--- config.mk ---
export PLATFORM = sky130hd
export DESIGN_NAME = qrss_bist
export DESIGN_NICKNAME = d
export VERILOG_FILES = /design/src/rtl/qrss_pkg.sv /design/src/rtl/qrss_prbs_gen.sv /design/src/rtl/qrss_detector.sv /design/src/rtl/qrss_status.sv /design/src/rtl/qrss_bist.sv
export SDC_FILE = /design/constraint.sdc
export NUM_CORES = 1
export LEC_CHECK = 0
export BUFFER_PORTS_ARGS = -buffer_cell sky130_fd_sc_hd__buf_4
export CAP_MARGIN = 20
export CORE_MARGIN = 1
export CORE_UTILIZATION = 60
export DETAILED_ROUTE_END_ITERATION = 12
export PLACE_DENSITY_LB_ADDON = 0.08
export SYNTH_ARGS = -nofsm -noshare
export SYNTH_HDL_FRONTEND = slang
export SYNTH_SLANG_ARGS = --single-unit
--- constraint.sdc ---
create_clock -name clk -period 4.1 [get_ports clk]
set_clock_uncertainty 0.2 [all_clocks]
set_input_delay 0.41 -clock clk [delete_from_list [all_inputs] [get_ports clk]]
set_output_delay 0.41 -clock clk [all_outputs]
set_load 0.05 [all_outputs]
--- src/rtl/qrss_pkg.sv ---
package qrss_pkg;
  localparam int unsigned PRBS_LEN     = 20;
  localparam int unsigned PRBS_TAP     = 17;
  localparam int unsigned MAX_ZERO_RUN = 14;
  localparam int unsigned LOCK_RUN     = 32;
  localparam int unsigned ERR_WIN      = 32;
  localparam int unsigned ERR_LIMIT    = 4;

  typedef enum logic [1:0] {
    DET_FILL = 2'd0,
    DET_HUNT = 2'd1,
    DET_LOCK = 2'd2
  } det_state_e;
endpackage

--- src/rtl/qrss_prbs_gen.sv ---
module qrss_prbs_gen #(
  parameter int unsigned LEN      = qrss_pkg::PRBS_LEN,
  parameter int unsigned TAP      = qrss_pkg::PRBS_TAP,
  parameter int unsigned MAX_ZERO = qrss_pkg::MAX_ZERO_RUN,
  parameter logic [LEN-1:0] SEED  = 'd1
) (
  input  logic clk,
  input  logic rst_n,
  input  logic en,
  input  logic ce,
  output logic out_bit
);
  localparam int unsigned ZW = $clog2(MAX_ZERO + 1);

  logic [LEN-1:0] state_q, state_d;
  logic [ZW-1:0]  zrun_q, zrun_d;
  logic           out_q, out_d;
  logic           raw, force_one, nxt_out;

  always_comb begin
    raw       = state_q[LEN-1] ^ state_q[TAP-1];
    force_one = !raw && (zrun_q >= ZW'(MAX_ZERO));
    nxt_out   = raw | force_one;
    state_d   = state_q;
    zrun_d    = zrun_q;
    out_d     = out_q;
    if (!en) begin
      state_d = SEED;
      zrun_d  = '0;
      out_d   = 1'b1;
    end else if (ce) begin
      state_d = {state_q[LEN-2:0], raw};
      out_d   = nxt_out;
      zrun_d  = nxt_out ? '0 : zrun_q + ZW'(1);
    end
  end

  always_ff @(posedge clk or negedge rst_n) begin
    if (!rst_n) begin
      state_q <= SEED;
      zrun_q  <= '0;
      out_q   <= 1'b1;
    end else begin
      state_q <= state_d;
      zrun_q  <= zrun_d;
      out_q   <= out_d;
    end
  end

  assign out_bit = out_q;
endmodule

--- src/rtl/qrss_detector.sv ---
module qrss_detector #(
  parameter int unsigned LEN       = qrss_pkg::PRBS_LEN,
  parameter int unsigned TAP       = qrss_pkg::PRBS_TAP,
  parameter int unsigned MAX_ZERO  = qrss_pkg::MAX_ZERO_RUN,
  parameter int unsigned LOCK_RUN  = qrss_pkg::LOCK_RUN,
  parameter int unsigned ERR_WIN   = qrss_pkg::ERR_WIN,
  parameter int unsigned ERR_LIMIT = qrss_pkg::ERR_LIMIT
) (
  input  logic clk,
  input  logic rst_n,
  input  logic restart,
  input  logic ce,
  input  logic rx_bit,
  output logic locked,
  output logic lock_evt
);
  import qrss_pkg::*;

  localparam int unsigned ZW   = $clog2(MAX_ZERO + 1);
  localparam int unsigned CMAX = (LEN > LOCK_RUN) ? LEN : LOCK_RUN;
  localparam int unsigned CW   = $clog2(CMAX + 1);

  det_state_e       state_q, state_d;
  logic [LEN-1:0]   hist_q, hist_d;
  logic [ZW-1:0]    zrun_q, zrun_d;
  logic [CW-1:0]    cnt_q, cnt_d;
  logic [ERR_WIN-2:0] errw_q, errw_d;
  logic             raw_pred, pred, mismatch, window_bad;
  logic [ZW-1:0]    zrun_rx, zrun_pred;

  always_comb begin
    raw_pred   = hist_q[LEN-1] ^ hist_q[TAP-1];
    pred       = raw_pred | (zrun_q >= ZW'(MAX_ZERO));
    mismatch   = pred ^ rx_bit;
    window_bad = $countones({errw_q, mismatch}) >= ERR_LIMIT;
    zrun_rx    = rx_bit ? '0 : ((zrun_q >= ZW'(MAX_ZERO)) ? zrun_q : zrun_q + ZW'(1));
    zrun_pred  = pred ? '0 : zrun_q + ZW'(1);
  end

  always_comb begin
    state_d  = state_q;
    hist_d   = hist_q;
    zrun_d   = zrun_q;
    cnt_d    = cnt_q;
    errw_d   = errw_q;
    lock_evt = 1'b0;
    if (restart) begin
      state_d = DET_FILL;
      zrun_d  = '0;
      cnt_d   = '0;
      errw_d  = '0;
    end else if (ce) begin
      case (state_q)
        DET_FILL: begin
          hist_d = {hist_q[LEN-2:0], rx_bit};
          zrun_d = zrun_rx;
          cnt_d  = cnt_q + CW'(1);
          if (cnt_q == CW'(LEN - 1)) begin
            state_d = DET_HUNT;
            cnt_d   = '0;
          end
        end
        DET_HUNT: begin
          hist_d = {hist_q[LEN-2:0], raw_pred};
          zrun_d = zrun_pred;
          if (mismatch) begin
            state_d = DET_FILL;
            cnt_d   = '0;
            zrun_d  = '0;
          end else if (cnt_q == CW'(LOCK_RUN - 1)) begin
            state_d  = DET_LOCK;
            cnt_d    = '0;
            errw_d   = '0;
            lock_evt = 1'b1;
          end else begin
            cnt_d = cnt_q + CW'(1);
          end
        end
        default: begin
          hist_d = {hist_q[LEN-2:0], raw_pred};
          zrun_d = zrun_pred;
          errw_d = {errw_q[ERR_WIN-3:0], mismatch};
          if (window_bad) begin
            state_d = DET_FILL;
            cnt_d   = '0;
            zrun_d  = '0;
            errw_d  = '0;
          end
        end
      endcase
    end
  end

  always_ff @(posedge clk or negedge rst_n) begin
    if (!rst_n) begin
      state_q <= DET_FILL;
      hist_q  <= '0;
      zrun_q  <= '0;
      cnt_q   <= '0;
      errw_q  <= '0;
    end else begin
      state_q <= state_d;
      hist_q  <= hist_d;
      zrun_q  <= zrun_d;
      cnt_q   <= cnt_d;
      errw_q  <= errw_d;
    end
  end

  assign locked = (state_q == DET_LOCK);
endmodule

--- src/rtl/qrss_status.sv ---
module qrss_status (
  input  logic clk,
  input  logic rst_n,
  input  logic en,
  input  logic viol,
  input  logic lock_evt,
  input  logic locked,
  output logic tx_flag,
  output logic rx_flag,
  output logic pass_flag,
  output logic irq_n
);
  logic tx_q, tx_d;
  logic irq_q, irq_d;

  always_comb begin
    tx_d  = tx_q;
    irq_d = irq_q;
    if (!en || viol) begin
      tx_d = 1'b0;
    end else if (lock_evt) begin
      tx_d = 1'b1;
    end
    if (!en) begin
      irq_d = 1'b1;
    end else if (lock_evt) begin
      irq_d = 1'b0;
    end
  end

  always_ff @(posedge clk or negedge rst_n) begin
    if (!rst_n) begin
      tx_q  <= 1'b0;
      irq_q <= 1'b1;
    end else begin
      tx_q  <= tx_d;
      irq_q <= irq_d;
    end
  end

  assign tx_flag   = tx_q;
  assign rx_flag   = locked;
  assign pass_flag = locked & tx_q;
  assign irq_n     = irq_q;
endmodule

--- src/rtl/qrss_bist.sv ---
module qrss_bist #(
  parameter int unsigned PRBS_LEN  = qrss_pkg::PRBS_LEN,
  parameter int unsigned PRBS_TAP  = qrss_pkg::PRBS_TAP,
  parameter int unsigned MAX_ZERO  = qrss_pkg::MAX_ZERO_RUN,
  parameter int unsigned LOCK_RUN  = qrss_pkg::LOCK_RUN,
  parameter int unsigned ERR_WIN   = qrss_pkg::ERR_WIN,
  parameter int unsigned ERR_LIMIT = qrss_pkg::ERR_LIMIT,
  parameter logic [PRBS_LEN-1:0] SEED = 'd1
) (
  input  logic clk,
  input  logic rst_n,
  input  logic bist_en,
  input  logic line_ce,
  input  logic rx_bit,
  input  logic tx_pos_in,
  input  logic tx_neg_in,
  output logic tx_bit,
  output logic tx_qrss_flag,
  output logic rx_lock_flag,
  output logic bist_pass_flag,
  output logic irq_n
);
  logic [1:0] rst_sync_q;
  logic       core_rst_n;
  logic       viol, det_restart, gen_bit, det_locked, det_lock_evt;

  always_ff @(posedge clk or negedge rst_n) begin
    if (!rst_n) rst_sync_q <= 2'b00;
    else        rst_sync_q <= {rst_sync_q[0], 1'b1};
  end
  assign core_rst_n = rst_sync_q[1];

  assign viol        = bist_en & (tx_pos_in | tx_neg_in);
  assign det_restart = !bist_en | viol;

  qrss_prbs_gen #(
    .LEN(PRBS_LEN), .TAP(PRBS_TAP), .MAX_ZERO(MAX_ZERO), .SEED(SEED)
  ) u_gen (
    .clk(clk), .rst_n(core_rst_n), .en(bist_en), .ce(line_ce), .out_bit(gen_bit)
  );

  qrss_detector #(
    .LEN(PRBS_LEN), .TAP(PRBS_TAP), .MAX_ZERO(MAX_ZERO),
    .LOCK_RUN(LOCK_RUN), .ERR_WIN(ERR_WIN), .ERR_LIMIT(ERR_LIMIT)
  ) u_det (
    .clk(clk), .rst_n(core_rst_n), .restart(det_restart), .ce(line_ce),
    .rx_bit(rx_bit), .locked(det_locked), .lock_evt(det_lock_evt)
  );

  qrss_status u_stat (
    .clk(clk), .rst_n(core_rst_n), .en(bist_en), .viol(viol),
    .lock_evt(det_lock_evt), .locked(det_locked),
    .tx_flag(tx_qrss_flag), .rx_flag(rx_lock_flag),
    .pass_flag(bist_pass_flag), .irq_n(irq_n)
  );

  assign tx_bit = bist_en ? gen_bit : tx_pos_in;
endmodule

==> qor.txt <==
Register Area - 2310 µm²
Sequential fraction of the synthesis area - 0.462
Fin nets - 546
Skew-Pair Late Insertion Delay - 0.37 ns
Finished Layout Cells - 591
FFs w/ async S/R, synth - 1.00
CP Class - reg2reg
Initial DRC Count - 127
Final period utilization - 1.57
Clock slew at reported path FFs - 0.10 ns
Synth-to-Final Area Change - 17.7%
Slew HR - 0.402
TritonRoute pass-1 iters - 4
CTS tree - yes
Final setup fails - 43
CTS Buf Count - 9
Vias per Instance - 5.58
R2R Path Start - u_det.zrun_q[1]
Number of synthesized register bits - 92
Failing checks - negative setup slack
DP Wirelength - 6130 µm
Die Width - 93.2 µm
Hold WS - 0.142 ns
Most frequent cells in the layout - dfrtp_1, buf_4, inv_1
Util after Layout - 0.745
R2r endpoint - u_det.errw_q[15]
GR Overflow Total - 0
Vias in the first global route - 3415
Post-DRT Antenna Nets - 0
Fillers - 538
DRT Wirelength - 9060 µm
GRT Overall Usage - 0.228
Slew Limit Fails - 0
Fmax - 0.156 GHz
RSZ-0062 raised after global routing - true
CTS root buffer - clkbuf_8
Final Hold Viols - 0
Initial core utilization - 0.633
Top post-synthesis cells by area - dfrtp_1, fa_1, ha_1, a22o_1, mux2i_1
Core Area - 7890 µm²
FP Rows - 32
Top-area cell type share of the netlist area - 0.446
Synth warnings - 0
# diodes - 0
Fraction of layout cells with a size suffix above 1 - 0.264
CP arrival - 6.53 ns
Clock buffer depth - 2
Required time of the critical path - 4.21 ns
Measured slew at the worst slew-check pin - 0.895 ns
Ys flop type - dfrtp_1
Unique cell type count in the Yosys netlist - 50
Max Fanout on Critical Path - 16
Mapped Avg Cell Area - 11.8 µm²
Max-Cap Viols - 0
Cell Area, Synth - 4990 µm²
Drc violations - 0
Setup slack after layout - -2.32 ns
Leakage power - 2.95 nW
Die ar. - 8690 µm²
Max VDD drop - 0.204 mV
Footprint of the multi-input gates - 2490 µm²
Crit path launch type - flop
Cell taking the most area after synthesis - dfrtp_1
Tmin final - 6.42 ns
Synthesized instance count - 423
Reg2Reg Depth - 22
P per Cell Area - 289 nW/µm²
Post-Syn Nets - 485
Largest net degree at the start of global routing - 64
Most common cell after layout, fill and taps aside - dfrtp_1
Final Instance Area - 5870 µm²
R2R Setup Slk - -2.32 ns
I/O pins - 12
Routed WL per cell - 15.3 µm
Initial antenna violation count - 0
Placed cells - 565
Post-synth EDFFs - 0
Crit end category - flop
Dpl cell area - 5550 µm²
IO buf count - 11
Type of the worst min-delay path - in2async
Via count - 3298
First-pass GRT wire length - 15300 µm
# clock sinks - 92
Run status - finished, violations left
Die Height - 93.2 µm
Number of H-tree levels - 3
GP Congestion - 0.801
==> worst max-delay path by stage <==
stage                    start                to  slack, ns  cells past startpoint
2_1_floorplan  u_det.zrun_q[0]    u_det.cnt_q[2]      -2.26                     23
3_3_place_gp   u_det.zrun_q[1]    u_det.cnt_q[3]      -2.34                     21
3_5_place_dp   u_det.zrun_q[1]    u_det.cnt_q[3]      -2.45                     21
4_1_cts        u_det.zrun_q[1]    u_det.cnt_q[5]      -2.32                     21
5_1_grt        u_det.zrun_q[0]   u_det.zrun_q[3]      -2.51                     22
6_report       u_det.zrun_q[1]  u_det.errw_q[15]      -2.32                     22
==> synth_stat cells (2+ instances only) <==
cell / number
dfrtp_1: 89
a32o_1: 2
mux2i_1: 20
o21ai_1: 6
or3_1: 3
a211o_1: 2
nand3_1: 6
ha_1: 29
and2_1: 2
a221o_1: 2
a22o_1: 33
or2_2: 2
nand2_1: 20
nor2b_1: 21
buf_2: 5
nand3b_1: 2
nand4_1: 2
nor2_1: 16
xnor2_1: 3
xor2_1: 3
mux2_1: 5
o21ai_0: 4
dfstp_2: 3
a21oi_1: 5
inv_1: 48
nor4b_1: 2
clkbuf_1: 11
nor3_1: 4
nor4_1: 2
and3_1: 2
nand2b_1: 3
mux2_2: 17
a31oi_1: 5
fa_1: 26
buf_1: 3
==> power breakdown <==
group / switching [mW] / leakage [nW] / internal (mW)
Clock: 0.347 / 0.103 / 0.292
Combinational: 0.0570 / 1.59 / 0.0493
Sequential: 0.0226 / 1.26 / 0.930
Total: 0.426 / 2.95 / 1.27
==> cells by family after synthesis <==
logic type,after synthesis,synth area share
AND/OR/NAND/NOR,93,0.102
multiplexers,42,0.0897
flip-flops,92,0.462
buffers and inverters,68,0.0524
other,1,0.000751
AO/OA/AOI/OAI,66,0.105
XOR/XNOR,6,0.0105
adder cells (fa/ha/maj),55,0.177
==> layout make-up <==
type / instances / share of cell area
Clock inverter: 7 / 0.0136
Multi-Input combinational cell: 263 / 0.424
Tap cell: 102 / 0.0217
Inverter: 49 / 0.0317
Timing Repair Buffer: 69 / 0.0950
Clock buffer: 9 / 0.0211
Sequential cell: 92 / 0.393
==> stage by stage <==
step / total power, mW / setup TNS, ns / worst slack (ns)
finish: 1.70 / -98.17 / -2.32
CTS: 1.71 / -94.94 / -2.32
global placement: 1.07 / -95.01 / -2.34
detailed placement: 1.07 / -100.03 / -2.45
floorplan: 1.04 / -90.99 / -2.26
global route: 1.76 / -106.31 / -2.51
==> worst max-delay path, cell delays in order, from the launching register on <==
cell,delay (ns)
dfrtp_1,0.40
ha_2,0.17
o211a_1,0.22
or3_4,0.39
nand2_4,0.08
inv_4,0.04
ha_4,0.25
inv_2,0.03
fa_2,0.54
fa_2,0.44
fa_2,0.37
fa_1,0.55
fa_1,0.41
inv_1,0.07
ha_2,0.17
inv_2,0.04
fa_1,0.49
or4b_4,0.47
a211oi_4,0.25
buf_4,0.16
and4bb_4,0.31
buf_12,0.17
a22o_1,0.15
==> per-layer routing <==
layer / wire length, µm / global-route usage / up-vias
met2: 4580 / 0.383 / 55
met4: 129 / 0.0897 / 0
met3: 279 / 0.0350 / 9
met5: 0 / 0 / -
li1: - / - / 1569
met1: 4070 / 0.300 / 1665
==> registers in the layout, indices dropped and copies added (netlist names) <==
signal and count:
u_gen.zrun_q 4, u_det.zrun_q 4, u_stat.irq_n 1, u_det.state_q 2, u_gen.state_q 20, u_det.errw_q 31, u_gen.out_bit 1, u_stat.tx_flag 1
u_det.hist_q 20, u_det.cnt_q 6, rst_sync_q 2
==> what timing repair did <==
item / in CTS / in global routing
hold buffers: 1 / 0
pin swaps: 12 / 2
gates cloned: 0 / 2
gates resized for setup: 3 / 3
setup buffers: 6 / 2
endpoints found under the setup margin: 43 / 43
hold endpoints to repair: 2 / 0
(Power assumes the default switching activity.)
